**src/rtl/pcseq_pkg.sv**
```systemverilog
package pcseq_pkg;

    localparam int PC_W   = 8;
    localparam int STEP_W = 4;

    typedef logic [PC_W-1:0]   pc_t;
    typedef logic [STEP_W-1:0] step_t;

    // Control bundle for the program-counter register
    typedef struct packed {
        logic advance;   // last step reached this cycle
        logic load;      // jump requested
        pc_t  target;    // jump destination
    } pc_ctl_t;

    // Index of the final step for a requested cycle count; 0 and 1 mean one cycle
    function automatic step_t final_index(step_t cycles);
        if (cycles <= step_t'(1))
            return '0;
        return cycles - step_t'(1);
    endfunction

endpackage

```
**src/rtl/pcseq_term.sv**
```systemverilog
module pcseq_term
    import pcseq_pkg::*;
#(
    parameter int FIXED_LEN = 0
) (
    input  step_t len_sel,
    input  step_t step,
    output logic  is_last
);

    generate
        if (FIXED_LEN != 0) begin : g_fixed
            localparam step_t FINAL_STEP = step_t'(FIXED_LEN - 1);
            assign is_last = (step >= FINAL_STEP);
        end else begin : g_variable
            step_t final_step;
            assign final_step = final_index(len_sel);
            // ">=" closes the instruction if the length shrinks under the step
            assign is_last = (step >= final_step);
        end
    endgenerate

endmodule

```
**src/rtl/pcseq_step.sv**
```systemverilog
module pcseq_step
    import pcseq_pkg::*;
(
    input  logic  clk,
    input  logic  rst,
    input  logic  is_last,
    output step_t step
);

    always_ff @(posedge clk) begin
        if (rst)
            step <= '0;
        else if (is_last)
            step <= '0;
        else
            step <= step + step_t'(1);
    end

endmodule

```
**src/rtl/pcseq_pc.sv**
```systemverilog
module pcseq_pc
    import pcseq_pkg::*;
(
    input  logic    clk,
    input  logic    rst,
    input  pc_ctl_t ctl,
    output pc_t     pc
);

    pc_t pc_next;

    always_comb begin
        pc_next = pc;
        if (ctl.advance) begin
            if (ctl.load)
                pc_next = ctl.target;
            else
                pc_next = pc + pc_t'(1);
        end
    end

    always_ff @(posedge clk) begin
        if (rst)
            pc <= '0;
        else
            pc <= pc_next;
    end

endmodule

```
**src/rtl/pc_step_sequencer.sv**
```systemverilog
module pc_step_sequencer
    import pcseq_pkg::*;
#(
    parameter int FIXED_LEN = 0
) (
    input  logic                clk,
    input  logic                rst,
    input  logic [STEP_W-1:0]   len_sel,
    input  logic                jump_en,
    input  logic [PC_W-1:0]     jump_tgt,
    output logic [PC_W-1:0]     pc,
    output logic [STEP_W-1:0]   step
);

    logic    last_step;
    step_t   step_q;
    pc_t     pc_q;
    pc_ctl_t pc_ctl;

    pcseq_term #(.FIXED_LEN(FIXED_LEN)) u_term (
        .len_sel (len_sel),
        .step    (step_q),
        .is_last (last_step)
    );

    pcseq_step u_step (
        .clk     (clk),
        .rst     (rst),
        .is_last (last_step),
        .step    (step_q)
    );

    always_comb begin
        pc_ctl.advance = last_step;
        pc_ctl.load    = jump_en;
        pc_ctl.target  = jump_tgt;
    end

    pcseq_pc u_pc (
        .clk (clk),
        .rst (rst),
        .ctl (pc_ctl),
        .pc  (pc_q)
    );

    assign pc   = pc_q;
    assign step = step_q;

endmodule

```
**config.mk**
```make
export PLATFORM = sky130hd
export DESIGN_NAME = pc_step_sequencer
export DESIGN_NICKNAME = d
export VERILOG_FILES = /design/src/rtl/pcseq_pkg.sv /design/src/rtl/pcseq_term.sv /design/src/rtl/pcseq_step.sv /design/src/rtl/pcseq_pc.sv /design/src/rtl/pc_step_sequencer.sv
export SDC_FILE = /design/constraint.sdc
export NUM_CORES = 1
export LEC_CHECK = 0
export BUFFER_PORTS_ARGS = -buffer_cell sky130_fd_sc_hd__buf_2
export CAP_MARGIN = 30
export CORE_ASPECT_RATIO = 0.75
export CORE_UTILIZATION = 44
export DETAILED_ROUTE_END_ITERATION = 10
export GPL_TIMING_DRIVEN = 0
export PLACE_DENSITY = 0.74
export SYNTH_ARGS = -nofsm -noshare
export SYNTH_HDL_FRONTEND = slang
export SYNTH_SLANG_ARGS = --single-unit
```
**constraint.sdc**
```tcl
create_clock -name clk -period 2.2 [get_ports clk]
set_input_delay 0.44 -clock clk [delete_from_list [all_inputs] [get_ports clk]]
set_output_delay 0.44 -clock clk [all_outputs]
set_load 0.01 [all_outputs]
```
==> results by group <==
Critical path
  – Req. time, crit path: roughly 2.4 ns
  – Crit path kind: primary input to register
  – Worst-path fanout max: 9
  – Crit path cell chain: buf_2 > inv_1 > ha_4 > nor2_2 > nor3_2 > or2_4 > ha_4 > inv_1 > o21a_1 > buf_6 > o311a_1 > a31o_1
  – Crit start category: primary input
  – Largest stage delay, worst path: between 0.3 and 0.4 ns
  – Slowest cell on the critical path: o311a_1
  – Crit path DAT: around 2.3 ns
  – CP Capture Type: register

Synth
  – Synthesized area per cell: roughly 8.1 um^2
  – Cells after Synth: between 100 and 150
  – Sequential share of the synthesized area: 28.92%
  – YS warnings: 0
  – Syn_nets: about 130
  – FF+latch count, synth: 12
  – EDFF count, synth: 0
  – Synth Flop Type: dfxtp_1
  – Unique masters post-synth: 36
  – Synthesized area: approximately 830 um^2
  – Synth async-reset ratio: 0%

Die
  – Rows: 13
  – Die Y: between 30 and 40 um
  – Initial core utilization: 47.29%
  – Core Region: ~1800 um^2
  – I/O pin cnt: 27
  – DIE WIDTH: approximately 52 um
  – Die ar.: just over 2000 um^2

STA
  – Fin crit period: about 2.1 ns
  – Fin crit share: approximately 97%
  – Layout Skew: about 0.0052 ns
  – Setup TNS: 0 ns
  – Max-slew headroom: between 60 and 70%
  – Unrepaired setup endpoints after global routing: no
  – Final Slew Violations: 0
  – Hold Violations, Final: 0
  – Measured slew at the worst slew-check pin: ~0.46 ns
  – Fmax achieved: about 470 MHz
  – Worst hold slack: 0.4413 ns
  – Finish-stage setup viols: 0
  – Worst setup margin: 0.07639 ns

GRT
  – Vias in the first global route: between 700 and 800
  – Antenna violations before repair: 0
  – Total track usage: between 20% and 30%
  – Congestion Overflow GR: 0
  – Largest net degree at the start of global routing: 11
  – First-pass GRT wire length: 3312 um

Hold path
  – Hold Crit Class: primary input to register

Layout
  – Finished Core Util: around 62%
  – Ant. Diodes: 0
  – Share of layout cells above drive strength 1: about a third
  – Final net count: 156
  – Synth-to-Final Area Change: 30.87%

Power
  – Leak: 0.4774 nW
  – Maximum VDD drop: 458.6 uV
  – Tot Pwr: between 0.0006 and 0.0007 W
  – PD cells: approximately 640 nW/um^2

Detailed routing
  – Drt pass-1 iters: 4
  – Post-route ant nets: 0
  – Vias after detailed routing: just under 900
  – DRT iter0 DRCs: 40
  – Vias per cell: around 5.8
  – DRC viols: 0
  – Final wirelength: about 2100 um
  – DR WL/cell: 13.64 um

Clock network
  – CTS Root Cell: clkbuf_4
  – CTS Sinks: 12
  – Cts hold-fix bufs: 0
  – CTS tree: yes
  – Post-CTS Setup Bufs: 0
  – Later-pin clock latency in the skew report: between 0.2 and 0.3 ns
  – CTS H-Tree Depth: 1
  – CTS max path bufs: 2
  – Clock slew at reported path FFs: about 0.08 ns
  – Cts bufs inserted: 3

Placement
  – IO buf count: 26
  – Detailed Place HPWL: about 1600 um
  – DP Worst Slack: -0.3024 ns
  – Routability cong.: between 0.7 and 0.8

Flow run
  – Maxcap violations: 0

Outcome
  – Status: finished clean
[area by class of cell]
class / instances / area (um^2)
inverter: 5 / 18.77
fill: 170 / 669.4
multi-input combinational: 80 / 598.1
buffer: 5 / 36.28
sequential: 12 / 240.2
timing repair buffer: 26 / 130.1
clock buffer: 4 / 36.28
tap: 22 / 27.53
[sequential cells by signal, summed over array words and instances (netlist names)]
signal and flops:
u_pc.pc 8, u_step.step 4
[power by group]
part	internal (W)	leakage [nW]	switching, W
combinational	0.000108	0.359	0.000133
clock	0.000101	0.0210	0.0000814
sequential	0.000239	0.0978	0.0000318
total	0.000448	0.477	0.000246
[routing by layer]
layer  global-route usage, %  routed length (um)  up-vias
li1                        -                   -      446
met5                       0                   0        -
met2                   33.65                 879       33
met3                   8.140                 163        5
met1                   31.75                1039      409
met4                   5.921                  19        0
[path summary, 6_finish.rpt]
kind | from | to | slack (ns) | cells after the start
setup / recovery | len_sel[0] | u_pc.pc[6] | 0.08 | 12
hold / removal | jump_tgt[0] | u_pc.pc[0] | 0.44 | 3
setup reg to reg | u_step.step[0] | u_pc.pc[6] | 0.45 | 7
hold reg to reg | u_step.step[0] | u_step.step[0] | 0.52 | 1
[worst max-delay path, delay by kind of cell]
family                     cells  cell delay (ns)
and+or+nand+nor                3             0.38
buffers and inverters          4             0.36
AOI/OAI and AO/OA              3             0.70
adders and majority gates      2             0.42
[layout by cell type (no fill, tap or decap), drive strengths merged, types with 2 or more instances in the layout]
cell type and instances:
a21oi 5, a31oi 2, and3 2, buf 30, clkbuf 5, dfxtp 12, ha 8, inv 5
mux2i 2, nand2 7, nand3 5, nor2 10, nor3 9, nor3b 2, o311ai 2, o31ai 4
o41ai 4, or2 2
[what timing repair did]
action,4_1_cts,5_1_grt
pin swaps,0,0
setup endpoints to repair,2,3
resized for setup,2,3
[cell usage after synthesis (2+ instances only)]
library cell  count  share of area [%]
buf_2             3                1.8
o311ai_0          2                2.1
nand3_1           5                3.0
ha_1              8                 12
inv_1             5                2.3
mux2i_1           2                2.4
nand2_1           7                3.2
dfxtp_1          12                 29
and3_1            2                1.5
a31oi_1           2                1.5
nor2_1           10                4.5
a21oi_1           5                3.0
o31ai_1           4                3.6
nor3b_1           2                1.8
o41ai_1           4                4.2
nor3_1            9                5.4
[per-stage QoR]
| stage | area, um^2 | cells |
|---|---|---|
| global placement | 1041 | 150 |
| CTS | 1080 | 154 |
| finish | 1087 | 154 |
| detailed placement | 1041 | 150 |
| global route | 1087 | 154 |
| floorplan | 883.3 | 102 |
[cell families after synthesis]
logic type,share of synthesized area [%]
muxes,3.765
and+or+nand+nor,23.95
adders and majority gates,12.05
DFF,28.92
buffers and inverters,5.873
AOI/OAI and AO/OA,23.34
xor gates and xnor gates,2.109
No activity file was read; power rests on OpenSTA's default activity.
